**src/rtl/db_pkg.sv**
```systemverilog
package db_pkg;

    typedef enum logic [1:0] {
        UPD_IMM     = 2'b00,
        UPD_IMM_ALT = 2'b01,
        UPD_LOCAL   = 2'b10,
        UPD_GLOBAL  = 2'b11
    } upd_mode_e;

    localparam int NUM_CH = 2;

    function automatic logic mode_is_sync(upd_mode_e m);
        return (m == UPD_LOCAL) || (m == UPD_GLOBAL);
    endfunction

endpackage

```
**src/rtl/db_update_ctl.sv**
```systemverilog
module db_update_ctl
    import db_pkg::*;
#(
    parameter int DLY_W = 12
) (
    input  logic             clk,
    input  logic             rst_n,
    input  logic             wr_en,
    input  logic [DLY_W-1:0] wr_data,
    input  logic [1:0]       mode,
    input  logic             zero_strobe,
    input  logic             armed,
    output logic [DLY_W-1:0] act_dly
);

    typedef struct packed {
        logic [DLY_W-1:0] act;
        logic [DLY_W-1:0] shadow;
        logic             pending;
    } upd_st_t;

    upd_st_t   st_d, st_q;
    upd_mode_e mode_e;
    logic      xfer;

    assign mode_e = upd_mode_e'(mode);

    always_comb begin
        st_d = st_q;
        xfer = zero_strobe && st_q.pending &&
               ((mode_e == UPD_LOCAL) || ((mode_e == UPD_GLOBAL) && armed));
        if (xfer) begin
            st_d.act     = st_q.shadow;
            st_d.pending = 1'b0;
        end
        if (wr_en) begin
            if (mode_is_sync(mode_e)) begin
                st_d.shadow  = wr_data;
                st_d.pending = 1'b1;
            end else begin
                st_d.act     = wr_data;
                st_d.shadow  = wr_data;
                st_d.pending = 1'b0;
            end
        end
    end

    always_ff @(posedge clk or negedge rst_n) begin
        if (!rst_n) begin
            st_q <= '0;
        end else begin
            st_q <= st_d;
        end
    end

    assign act_dly = st_q.act;

endmodule

```
**src/rtl/db_global_arm.sv**
```systemverilog
module db_global_arm (
    input  logic clk,
    input  logic rst_n,
    input  logic global_req,
    input  logic zero_strobe,
    output logic armed
);

    logic armed_d, armed_q;

    always_comb begin
        armed_d = global_req || (armed_q && !zero_strobe);
    end

    always_ff @(posedge clk or negedge rst_n) begin
        if (!rst_n) begin
            armed_q <= 1'b0;
        end else begin
            armed_q <= armed_d;
        end
    end

    assign armed = armed_q;

endmodule

```
**src/rtl/db_edge_path.sv**
```systemverilog
module db_edge_path #(
    parameter int DLY_W       = 12,
    parameter bit ACTIVE_HIGH = 1'b1
) (
    input  logic             clk,
    input  logic             rst_n,
    input  logic             enable,
    input  logic             pwm_in,
    input  logic [DLY_W-1:0] dly,
    output logic             out
);

    localparam logic [DLY_W-1:0] RUN_MAX = '1;

    typedef struct packed {
        logic [DLY_W-1:0] run;
        logic             out;
    } path_st_t;

    path_st_t st_d, st_q;
    logic     src;

    always_comb begin
        src = ACTIVE_HIGH ? pwm_in : !pwm_in;
        st_d = st_q;
        if (src) begin
            st_d.run = (st_q.run == RUN_MAX) ? RUN_MAX : st_q.run + 1'b1;
        end else begin
            st_d.run = '0;
        end
        if (enable) begin
            st_d.out = src && (st_q.run >= dly);
        end else begin
            st_d.out = src;
        end
    end

    always_ff @(posedge clk or negedge rst_n) begin
        if (!rst_n) begin
            st_q <= '0;
        end else begin
            st_q <= st_d;
        end
    end

    assign out = st_q.out;

endmodule

```
**src/rtl/deadband_gen.sv**
```systemverilog
module deadband_gen
    import db_pkg::*;
#(
    parameter int DLY_W = 12
) (
    input  logic             clk,
    input  logic             rst_n,
    input  logic             enable,
    input  logic             pwm_in,
    input  logic             zero_strobe,
    input  logic             global_req,
    input  logic             wr_en,
    input  logic             wr_sel,
    input  logic [DLY_W-1:0] wr_data,
    input  logic [1:0]       rise_mode,
    input  logic [1:0]       fall_mode,
    output logic             pwm_a_out,
    output logic             pwm_b_out
);

    logic [DLY_W-1:0] act_arr  [NUM_CH];
    logic [1:0]       mode_arr [NUM_CH];
    logic [NUM_CH-1:0] path_out;
    logic             armed;
    logic [DLY_W-1:0] rise_act;
    logic [DLY_W-1:0] fall_act;

    assign mode_arr[0] = rise_mode;
    assign mode_arr[1] = fall_mode;

    db_global_arm u_arm (
        .clk         (clk),
        .rst_n       (rst_n),
        .global_req  (global_req),
        .zero_strobe (zero_strobe),
        .armed       (armed)
    );

    for (genvar ch = 0; ch < NUM_CH; ch++) begin : g_chan
        db_update_ctl #(.DLY_W(DLY_W)) u_upd (
            .clk         (clk),
            .rst_n       (rst_n),
            .wr_en       (wr_en && (wr_sel == 1'(ch))),
            .wr_data     (wr_data),
            .mode        (mode_arr[ch]),
            .zero_strobe (zero_strobe),
            .armed       (armed),
            .act_dly     (act_arr[ch])
        );

        db_edge_path #(.DLY_W(DLY_W), .ACTIVE_HIGH(ch == 0)) u_path (
            .clk    (clk),
            .rst_n  (rst_n),
            .enable (enable),
            .pwm_in (pwm_in),
            .dly    (act_arr[ch]),
            .out    (path_out[ch])
        );
    end

    assign rise_act  = act_arr[0];
    assign fall_act  = act_arr[1];
    assign pwm_a_out = path_out[0];
    assign pwm_b_out = path_out[1];

endmodule

```
**config.mk**
```make
export PLATFORM = sky130hd
export DESIGN_NAME = deadband_gen
export DESIGN_NICKNAME = d
export VERILOG_FILES = /design/src/rtl/db_pkg.sv /design/src/rtl/db_update_ctl.sv /design/src/rtl/db_global_arm.sv /design/src/rtl/db_edge_path.sv /design/src/rtl/deadband_gen.sv
export SDC_FILE = /design/constraint.sdc
export NUM_CORES = 1
export LEC_CHECK = 0
export ABC_AREA = 1
export BUFFER_PORTS_ARGS = -buffer_cell sky130_fd_sc_hd__buf_2
export CORE_MARGIN = 2
export CORE_UTILIZATION = 30
export CTS_BUF_LIST = sky130_fd_sc_hd__clkbuf_2 sky130_fd_sc_hd__clkbuf_4 sky130_fd_sc_hd__clkbuf_8
export DETAILED_ROUTE_END_ITERATION = 6
export PLACE_DENSITY = 0.49
export SYNTH_ARGS = -nofsm -noshare
export SYNTH_HDL_FRONTEND = slang
export SYNTH_SLANG_ARGS = --single-unit
```
**constraint.sdc**
```tcl
create_clock -name clk -period 2 [get_ports clk]
set_input_delay 0.2 -clock clk [delete_from_list [all_inputs] [get_ports clk]]
set_output_delay 0.2 -clock clk [all_outputs]
set_load 0.01 [all_outputs]
```
# Word-level counts from Yosys, hierarchy flattened
# Cells that the tools add are included.
[totals]
reg_bits = 77
out_inout_bits = 2
wordCells = 58
[op_classes]
add_sub_neg = 2
magnitude_cmp = 2
eq_ne = 6
mux = 16
bitwise = 1
n_reduce_logical = 20
[ops]
columns = ["op", "count"]
rows = [
  ["two-way mux 12 bit", 8],
  ["two-way mux 25 bit", 2],
  ["adder 12 x 1 -> 12 bit, second input constant", 2],
  ["== test 12 bit, second input constant", 2],
  ["greater-or-equal comparator 12 bit", 2],
  ["logical AND 1 bit", 11],
  ["== test 2 bit, second input constant", 4],
  ["two-way mux 1 bit", 6],
  ["logical OR 1 bit", 5],
  ["nonzero test 2 bit", 2],
  ["logical NOT 1 bit", 2],
  ["NOT 1 bit", 1],
]

# Logic depth before layout (Yosys ltp)
# Gate-level depths: netlist of the first run.
[depth]
depth_word = 7
depth_mapped = 11
ltp_nobuf = 11

# Cells and area by module
# Synthesis of the first run repeated with hierarchy kept, for this count alone.
[unflattened]
cells_unflattened = 614
area_unflattened_um2 = 4744.6
[by_module_without_submodules]
columns = ["mod", "instances", "cells_each", "area_per_inst_um2"]
rows = [
  ["db_update_ctl", 2, 165, 1310.0],
  ["db_edge_path (g_chan[1].u_path)", 1, 139, 1056.0],
  ["db_edge_path (g_chan[0].u_path)", 1, 136, 1011.0],
  ["db_global_arm", 1, 5, 40.0],
  ["deadband_gen", 1, 4, 17.5],
]

# Least setup slack after synthesis of the first run
# OpenSTA, ideal clock, no wires.
[synth_timing]
path_type = "reg2reg"
startpoint = "register g_chan[1].u_path.st_q[1] in the netlist's numbering"
endpoint = "register g_chan[1].u_path.st_q[7] in the netlist's numbering"
setup_ps = 72
arrival_ps = 1284
required_ps = 1928
setup_slack_ps = 644
path_stages_with_launch = 7
period_less_slack_ps = 1356
cell_sequence = "dfrtp_1 ha_1 nand2_1 nor3_4 nand3_4 o21a_1 nor2_1"
[synth_rtl]
columns = ["element", "line", "text"]
rows = [
  ["start, declared", "db_edge_path.sv:20", "path_st_t st_d, st_q;"],
  ["start signal, assigned", "db_edge_path.sv:42", "st_q <= st_d;"],
]

==> impl_metrics.csv, run 1 <==
group,metric,value,unit
global_route,grt_start_max_net_pins,41,
yosys,synthesis.nets,545,
floorplan,core_area,0.0133,mm²
setup_path,path_max_fanout,8,
setup_path,ff2ff_path_depth,6,
global_route,grt_pass1_vias,3063,
clocking,clkLatencyLatePin,380,ps
worst_hold_path,hold_start,"zero_strobe",
clocking,cts_resized,0,
power_and_ir_drop,power_density,881,mW/mm²
setup_path,rr_startpoint,"g_chan[1].u_path.st_q[1]",
floorplan,start_util,0.308,
clocking,root_buffer,"clkbuf_8",
power_and_ir_drop,ir_drop,0.466,mV
status,status,"complete, no violations",
yosys,synth-warning-count,0,
floorplan,die_w,121,µm
worst_hold_path,min_path_type,"input port to flop",
sta,finalCriticalPeriod,1540,ps
yosys,syn_area_per_cell,8.26,µm²
floorplan,io_pins,26,
yosys,netlist_area,0.00409,mm²
layout,synthToLayoutAreaGrowth,15.4,%
setup_path,critPathArrivalTime,1850,ps
clocking,cts_buffer_depth,2,
place,pre_cts_ws,457,ps
setup_path,cp.required,2300,ps
sta,finalCritPeriodShare,0.770,
clocking,clkSinkCount,77,
sta,rsz0062_at_grt,"false",
detailed_routing,drc,0,
detailed_routing,met2_wirelength,3900,µm
place,portBuffers,25,
layout,n_antenna_cell,0,
yosys,yosysSeqAreaShare,0.471,
global_route,track_usage,0.139,
worst_hold_path,holdPathStages,2,
place,gp_congestion,0.778,
clocking,h-tree-depth,3,
clocking,numCtsBuffers,9,
detailed_routing,wl_met1,4830,µm
sta,setup_viol,0,
layout,nets,574,
place,dpl.hpwl,6720,µm
worst_hold_path,hold_end,"u_arm.armed",
detailed_routing,drtIter0Drc,193,
layout,final_common_cell,"nand2_1",
detailed_routing,vias,3167,
setup_path,r2r-end,"g_chan[1].u_path.st_q[7]",
setup_path,critPathKind,"flop to flop",
sta,final_max_slew_viol_count,0,
setup_path,worst_setup_path_start_kind,"flop",
layout,drive_gt1_frac,0.110,
run,maxCapViolations,0,
yosys,synth.ff_latch_count,77,
yosys,ys_types,29,
sta,setup_tns,0,ps
floorplan,fp.dieH,121,µm
detailed_routing,top_layer,"met4",
detailed_routing,ant_nets,0,
sta,skew,11.2,ps
clocking,cts_tree,"built",
floorplan,dieArea,0.0146,mm²
sta,hold_violations,0,
layout,final_cell_mix,"116 x nand2_1, 77 x inv_1, 77 x dfrtp_1",
yosys,syn-instance-count,495,
detailed_routing,drt_first_pass_iters,4,
detailed_routing,post_drt_wl_per_cell,13.1,µm
detailed_routing,routed_wl,9220,µm
power_and_ir_drop,p_leak,0.00240,µW
global_route,grt_first_pass_wirelength,15600,µm
global_route,antenna_found_initial,1,
detailed_routing,avgViaCountPerCell,4.49,
sta,setup_slack,459,ps
sta,fmax,649,MHz
global_route,gr-total-overflow,0,
floorplan,std_cell_rows,42,
setup_path,critPathCaptureType,"flop",
sta,worst_pin_slew,726,ps
clocking,clk_pin_slew,90,ps
detailed_routing,routed-wl-met3,288,µm
sta,slew_headroom,0.515,
setup_path,r2r_setup_slack,460,ps
-- registers in the layout, indices dropped and copies added (netlist names) --
signal / flops
g_chan.u_path.out: 2
g_chan.u_path.st_q: 24
g_chan.u_upd.act_dly: 24
g_chan.u_upd.st_q: 26
u_arm.armed: 1
-- cells in the mapped netlist --
| library cell | count | share of area |
|---|---|---|
| a21o_1 | 2 | 0.0037 |
| a21oi_1 | 26 | 0.032 |
| a31oi_1 | 3 | 0.0046 |
| buf_2 | 5 | 0.0061 |
| clkbuf_1 | 9 | 0.0083 |
| dfrtp_1 | 77 | 0.47 |
| ha_1 | 26 | 0.080 |
| inv_1 | 77 | 0.071 |
| inv_2 | 3 | 0.0028 |
| nand2_1 | 116 | 0.11 |
| nand2_2 | 1 | 0.0015 |
| nand3_1 | 21 | 0.026 |
| nand3_4 | 1 | 0.0043 |
| nand4_1 | 7 | 0.011 |
| nor2_1 | 23 | 0.021 |
| nor2_2 | 2 | 0.0031 |
| nor3_1 | 1 | 0.0012 |
| nor3_2 | 3 | 0.0073 |
| nor3_4 | 1 | 0.0040 |
| o211ai_1 | 24 | 0.044 |
| o21a_1 | 1 | 0.0018 |
| o21ai_0 | 48 | 0.059 |
| o21ai_1 | 6 | 0.0073 |
| o21bai_1 | 1 | 0.0018 |
| o31ai_1 | 1 | 0.0018 |
| or2_0 | 1 | 0.0015 |
| or2_2 | 1 | 0.0015 |
| xnor2_1 | 5 | 0.011 |
| xor2_1 | 3 | 0.0064 |
-- report_power, final --
part,switching (µW),leakage [µW],internal (µW)
Combinational,452,0.00129,274
Sequential,74.8,0.000976,1750
Clock,645,0.000134,963
Total,1170,0.00240,2990
-- critical path, cell delays in order (launching register included) --
cell and delay [ps]:
dfrtp_1 390, ha_1 200, nand2_1 110, nor3_4 370, nand3_4 180, o21a_1 150, nor2_1 80
-- what timing repair did --
item	in CTS	in global routing
endpoints found under the hold margin	39	0
hold buffers	2	0
buffers inserted	0	0
-- worst max path at each step --
stage,end,start,cells past startpoint,slack [ps]
finish,g_chan[1].u_path.st_q[7],g_chan[1].u_path.st_q[1],6,460
global route,g_chan[0].u_path.st_q[8],g_chan[0].u_path.st_q[1],5,300
CTS,g_chan[1].u_path.st_q[7],g_chan[1].u_path.st_q[1],6,450
detailed placement,g_chan[0].u_upd.act_dly[6],wr_en,6,460
global placement,g_chan[0].u_upd.act_dly[7],wr_en,6,500
floorplan,g_chan[1].u_path.st_q[7],g_chan[1].u_path.st_q[1],6,640
-- logic make-up after synthesis --
family | after synthesis | share of synthesized area
xor+xnor | 8 | 0.0171
buf+inv | 94 | 0.0878
flops | 77 | 0.471
compound gates | 112 | 0.156
fa+ha+maj | 26 | 0.0796
simple gates | 178 | 0.188
-- through the flow --
stage	std cells	area, µm²	hold slack [ps]	util	total power, µW
final	705	4720	27.6	0.355	4160
after global routing	705	4720	33.4	0.355	4440
after CTS	705	4720	12.3	0.355	4220
after detailed placement	687	4430	227	0.333	2590
after global placement	687	4430	220	0.333	2560
after floorplan	495	4090	-95.6	-	2360
-- cell type report --
cell class / count / area [µm²]
Timing Repair Buffer: 32 / 198
Tap cell: 176 / 220
Inverter: 80 / 300
Fill cell: 1383 / 8580
Clock inverter: 7 / 146
Sequential cell: 77 / 1930
Multi-Input combinational cell: 324 / 1800
Clock buffer: 9 / 124
-- per-layer routing --
layer / GRT usage / up-vias
met3: 0.0269 / 14
met1: 0.198 / 1423
met5: 0 / -
met2: 0.201 / 53
li1: - / 1677
met4: 0.0698 / 0
Power figures use the tool's default switching activity.
==> inputs of run 2 (changes only) <==
ABC_AREA = 0   (was 1)
PLACE_DENSITY = 0.51   (was 0.49)
clock period = 1.3 ns   (was 2 ns; I/O delays follow)
==> impl_metrics.csv, run 2 <==
group,metric,value,unit
clocking,clk_pin_slew,80,ps
sta,setup_slack,-221,ps
setup_path,r2r_setup_slack,-220,ps
layout,multi_input_area,0.00214,mm²
layout,regArea,0.00193,mm²
yosys,synth-main-ff-cell,"dfrtp_1",
layout,final_core_util,0.423,
yosys,synth.ff_latch_count,77,
yosys,netlist_area,0.00394,mm²
detailed_routing,post_drt_wl_per_cell,14.1,µm
yosys,synth_area_leaders,"dfrtp_1 49%, ha_1 8.3%, mux2_2 6.9%, mux2i_1 6.4%, a21oi_1 4.4%",
detailed_routing,drt_first_pass_iters,4,
layout,regMostFlops,"g_chan.u_upd.st_q",
setup_path,cp.required,1550,ps
setup_path,critPathArrivalTime,1770,ps
global_route,track_usage,0.133,
yosys,synth_enable_flop_cells,0,
detailed_routing,ant_nets,0,
place,postPlaceCellArea,0.00463,mm²
worst_hold_path,hold_end,"g_chan[0].u_upd.act_dly[11]",
yosys,synth-warning-count,0,
sta,setup_viol,23,
setup_path,ff2ff_path_depth,6,
layout,final_cell_mix,"71 x dfrtp_1, 50 x buf_4, 28 x inv_1",
layout,fin_area,0.00538,mm²
worst_hold_path,hold_start,"wr_data[11]",
yosys,async_flop_share,1.00,
floorplan,fp.dieH,119,µm
yosys,ys_types,44,
clocking,h-tree-depth,3,
power_and_ir_drop,p_leak,0.00238,µW
sta,finalCriticalPeriod,1520,ps
power_and_ir_drop,power_density,1170,mW/mm²
layout,drive_gt1_frac,0.424,
worst_hold_path,holdPathStages,3,
yosys,synth.most_common_cell,"dfrtp_1",
yosys,syn-instance-count,375,
sta,holdWs,29.2,ps
layout,fillCellCount,1282,
worst_hold_path,min_path_type,"input port to flop",
yosys,yosysSeqAreaShare,0.489,
status,violations,"setup timing",
floorplan,die_w,119,µm
detailed_routing,avgViaCountPerCell,4.69,
place,portBuffers,25,
clocking,root_buffer,"clkbuf_8",
setup_path,r2r-end,"g_chan[0].u_path.out",
detailed_routing,vias,3014,
setup_path,rr_startpoint,"g_chan[0].u_upd.act_dly[2]",
place,pre_cts_ws,-292,ps
setup_path,worst_setup_path_start_kind,"flop",
place,gp_congestion,0.760,
clocking,clkLatencyLatePin,350,ps
global_route,grt_first_pass_wirelength,14900,µm
detailed_routing,drtIter0Drc,136,
global_route,gr-total-overflow,0,
power_and_ir_drop,ir_drop,0.608,mV
floorplan,dieArea,0.0141,mm²
run,maxCapViolations,0,
yosys,synthesis.nets,425,
sta,rsz0062_at_grt,"true",
clocking,cts_tree,"built",
setup_path,path_max_fanout,2,
sta,skew,7.13,ps
yosys,synth_top_area_frac,0.489,
yosys,syn_area_per_cell,10.5,µm²
power_and_ir_drop,total_power,6270,µW
clocking,clkSinkCount,77,
floorplan,core_area,0.0127,mm²
sta,fmax,657,MHz
floorplan,start_util,0.310,
clocking,cts_buffer_depth,2,
yosys,netlist_top_cells_count,"77 x dfrtp_1, 35 x a21oi_1, 32 x inv_1, 30 x nand2_1, 26 x ha_1",
global_route,grt_pass1_vias,3033,
status,status,"finished with violations",
global_route,antenna_found_initial,1,
floorplan,std_cell_rows,41,
floorplan,io_pins,26,
clocking,numCtsBuffers,9,
setup_path,critPathKind,"flop to flop",
yosys,yosysTopAreaCell,"dfrtp_1",
setup_path,critPathCaptureType,"flop",
place,dpl.hpwl,6250,µm
sta,finalCritPeriodShare,1.17,
layout,nets,515,
sta,final_max_slew_viol_count,0,
layout,largest_register_ffs,26,
sta,worst_pin_slew,454,ps
sta,slew_headroom,0.697,
sta,hold_violations,0,
detailed_routing,routed_wl,9070,µm
detailed_routing,drc,0,
layout,synthToLayoutAreaGrowth,36.5,%
global_route,grt_start_max_net_pins,50,
layout,final_common_cell,"dfrtp_1",
==> run 2: changes by cell type in the layout (fill, tap and decap cells not counted), moves of 7 or more <==
cell / delta
a21oi_1: -8
a21oi_2: +21
buf_4: +45
buf_6: +11
ha_1: -8
ha_4: +7
inv_1: -49
mux2_2: +24
mux2i_1: +25
nand2_1: -89
nand3_1: -17
o211ai_1: -23
o21ai_0: -40
==> run 2: final cells by class <==
class,count,area share
antenna,1,0.000465
clock buffer,10,0.0244
clock inverter,5,0.0186
inverter,32,0.0223
multi-input combinational,253,0.399
sequential,77,0.360
tap,172,0.0400
timing repair buffer,92,0.136
==> run 2: metrics by stage <==
step                      std cells  setup TNS [ps]
after detailed placement        607           -3730
after CTS                       636           -2130
after global routing            641           -3220
after global placement          607           -2620
after floorplan                 375           -1480
final                           642           -1590
==> run 2: worst max-delay path by stage <==
stage | start | end | cells past startpoint
after CTS | g_chan[0].u_upd.act_dly[2] | g_chan[0].u_path.out | 6
after global routing | g_chan[0].u_upd.act_dly[2] | g_chan[0].u_path.out | 6
after detailed placement | g_chan[0].u_upd.act_dly[2] | g_chan[0].u_path.out | 6
after global placement | g_chan[0].u_upd.act_dly[2] | g_chan[0].u_path.out | 6
after floorplan | g_chan[0].u_path.st_q[3] | g_chan[0].u_path.out | 5
final | g_chan[0].u_upd.act_dly[2] | g_chan[0].u_path.out | 6
==> run 2: cell families (layout without fill, tap and decap cells) <==
logic type                 count (synthesis)  after routing  synth area share
DFF                                       77             77             0.489
AOI/OAI and AO/OA                         75             75             0.112
adders and majority gates                 26             26            0.0826
and+or+nand+nor                           91             92             0.110
xor gates and xnor gates                  11             11            0.0245
buffers and inverters                     46            139            0.0496
muxes                                     49             49             0.132
other                                      0              1                 0
==> run 2: power breakdown <==
part,internal [µW],leakage [µW],switching (µW),total (µW)
Sequential,2710,0.000946,178,2890
Combinational,653,0.00131,584,1240
Clock,1280,0.000120,868,2150
==> run 2: routing by layer <==
| layer | track usage | vias to the layer above | part of all wire |
|---|---|---|---|
| met3 | 0.0425 | 5 | 0.039 |
| met4 | 0.0409 | 0 | 0.011 |
| met2 | 0.210 | 42 | 0.48 |
| met5 | 0 | - | 0 |
| met1 | 0.175 | 1476 | 0.47 |
| li1 | - | 1491 | - |
==> run 2: what timing repair did <==
action,4_1_cts,5_1_grt
setup buffers,11,5
endpoints found under the setup margin,25,27
gates cloned,1,0
hold endpoints to repair,78,0
resized for setup,45,37
hold buffers,3,0
pin swaps,22,21
==> run 2: worst max-delay path, cell delays in order, from the launching register on <==
cell	delay, ps
dfrtp_1	390
inv_2	80
ha_4	200
a211o_1	240
a31oi_1	170
o211ai_1	110
a32o_1	230
==> inputs of run 3 (changes only) <==
SETUP_SLACK_MARGIN = 0.3   (was not set)
==> impl_metrics.csv, run 3 (same netlist as run 2, synthesis figures left out) <==
group,metric,value,unit
status,status,"finished with violations",
status,violations,"setup timing",
setup_path,cp.required,1550,ps
setup_path,slowest_stage,"dfrtp_1",
layout,nets,519,
place,postPlaceCellArea,0.00474,mm²
sta,setup_slack,-259,ps
global_route,antenna_found_initial,1,
setup_path,critPathKind,"flop to flop",
clocking,cts_buffer_depth,2,
floorplan,core_area,0.0127,mm²
setup_path,r2r_setup_slack,-260,ps
global_route,grt_first_pass_wirelength,15000,µm
power_and_ir_drop,total_power,6270,µW
clocking,clkSinkCount,77,
sta,setup_viol,25,
floorplan,die_w,119,µm
setup_path,max_stage_delay,400,ps
setup_path,crit_buf_inv,1,
detailed_routing,vias,3071,
layout,final_cell_mix,"76 x dfrtp_1, 52 x buf_4, 29 x inv_1",
setup_path,rr_startpoint,"g_chan[0].u_upd.act_dly[2]",
setup_path,critPathCaptureType,"flop",
global_route,grt_start_max_net_pins,78,
worst_hold_path,hold_start,"wr_en",
setup_path,crit_chain,"inv_2 > ha_4 > a211o_1 > a31oi_1 > o211ai_1 > a32o_1",
power_and_ir_drop,ir_drop,0.481,mV
detailed_routing,post_drt_wl_per_cell,14.2,µm
layout,regMostFlops,"g_chan.u_upd.st_q",
place,pre_cts_ws,-283,ps
layout,synthToLayoutAreaGrowth,39.4,%
clocking,clk_pin_slew,90,ps
place,portBuffers,25,
worst_hold_path,hold_end,"g_chan[1].u_upd.st_q[0]",
sta,slew_headroom,0.685,
sta,fmax,641,MHz
layout,largest_register_ffs,26,
layout,fin_area,0.00549,mm²
power_and_ir_drop,power_density,1140,mW/mm²
detailed_routing,drc,0,
place,gp_congestion,0.755,
global_route,track_usage,0.134,
setup_path,ff2ff_path_depth,6,
global_route,grt_pass1_vias,3047,
place,dpl.hpwl,6050,µm
floorplan,dieArea,0.0141,mm²
sta,rsz0062_at_grt,"true",
sta,skew,9.58,ps
clocking,h-tree-depth,3,
detailed_routing,drt_first_pass_iters,4,
setup_path,cp_top_family,"compound AO/OA/AOI/OAI gates",
power_and_ir_drop,p_leak,0.00241,µW
sta,worst_pin_slew,472,ps
setup_path,worst_setup_path_start_kind,"flop",
setup_path,critPathArrivalTime,1810,ps
detailed_routing,routed_wl,9200,µm
detailed_routing,drtIter0Drc,105,
worst_hold_path,min_path_type,"input port to flop",
sta,hold_violations,0,
layout,final_core_util,0.431,
sta,finalCriticalPeriod,1560,ps
clocking,cts_tree,"built",
sta,final_max_slew_viol_count,0,
clocking,root_buffer,"clkbuf_8",
detailed_routing,ant_nets,0,
worst_hold_path,holdPathStages,3,
floorplan,io_pins,26,
sta,finalCritPeriodShare,1.20,
layout,drive_gt1_frac,0.430,
floorplan,start_util,0.310,
floorplan,std_cell_rows,41,
layout,final_common_cell,"dfrtp_1",
global_route,gr-total-overflow,0,
setup_path,path_max_fanout,2,
detailed_routing,avgViaCountPerCell,4.75,
setup_path,r2r-end,"g_chan[0].u_path.out",
clocking,numCtsBuffers,9,
run,maxCapViolations,0,
floorplan,fp.dieH,119,µm
clocking,clkLatencyLatePin,350,ps
## run 3: cell count changes in the layout (fill, tap and decap cells not counted), sizes merged
cell      previous run  this run
buf                 89        92
clkinvlp             0         3
clkinv               2         0
clkbuf              10        12
bufinv               3         2
## run 3: stage by stage
| step | hold slack, ps | instances | setup TNS (ps) |
|---|---|---|---|
| 3_5_place_dp | 198 | 608 | -2730 |
| 6_report | 27.8 | 647 | -2650 |
| 2_1_floorplan | -166 | 375 | -1490 |
| 3_3_place_gp | 196 | 608 | -1860 |
| 5_1_grt | 15.6 | 646 | -4640 |
| 4_1_cts | 11.2 | 637 | -2040 |
## run 3: worst max path at each step
stage	startpoint	endpoint	slack [ps]	cells past startpoint
6_report	g_chan[0].u_upd.act_dly[2]	g_chan[0].u_path.out	-260	6
3_3_place_gp	g_chan[0].u_upd.act_dly[2]	g_chan[0].u_path.out	-240	6
5_1_grt	g_chan[0].u_upd.act_dly[2]	g_chan[0].u_path.out	-330	6
3_5_place_dp	g_chan[0].u_upd.act_dly[2]	g_chan[0].u_path.out	-280	6
4_1_cts	g_chan[0].u_upd.act_dly[2]	g_chan[0].u_path.out	-290	6
2_1_floorplan	g_chan[0].u_path.st_q[3]	g_chan[0].u_path.out	-200	5
## run 3: area by class of cell
class | count | area, µm²
multi-input combinational | 253 | 2200
fill | 1272 | 7230
tap | 172 | 215
antenna | 1 | 2.50
timing repair buffer | 96 | 790
clock buffer | 11 | 151
sequential | 77 | 1930
inverter | 32 | 120
clock inverter | 5 | 82.6
## run 3: report_power, final
| group | switching, µW | internal, µW | total, µW |
|---|---|---|---|
| clock | 941 | 1190 | 2130 |
| sequential | 179 | 2710 | 2890 |
| combinational | 589 | 670 | 1260 |
| total | 1710 | 4570 | 6270 |
## run 3: metal layers
| layer | routed length [µm] | global-route usage |
|---|---|---|
| met1 | 4350 | 0.180 |
| met2 | 4410 | 0.213 |
| met3 | 293 | 0.0217 |
| met4 | 146 | 0.0595 |
| met5 | 0 | 0 |
## run 3: repair_timing
action                                  4_1_cts  5_1_grt
gates resized for setup                      53       27
gates cloned                                  2        0
pin swaps                                    18       23
hold buffers                                  3        0
endpoints found under the setup margin       53       54
buffers inserted                              8        9
endpoints found under the hold margin        78        0
## run 3: worst register-to-register path: cells and delay by family, from the launching register on
family	cells	cell delay, ps
compound gates	4	790
flops	1	400
fa+ha+maj	1	200
buf+inv	1	70
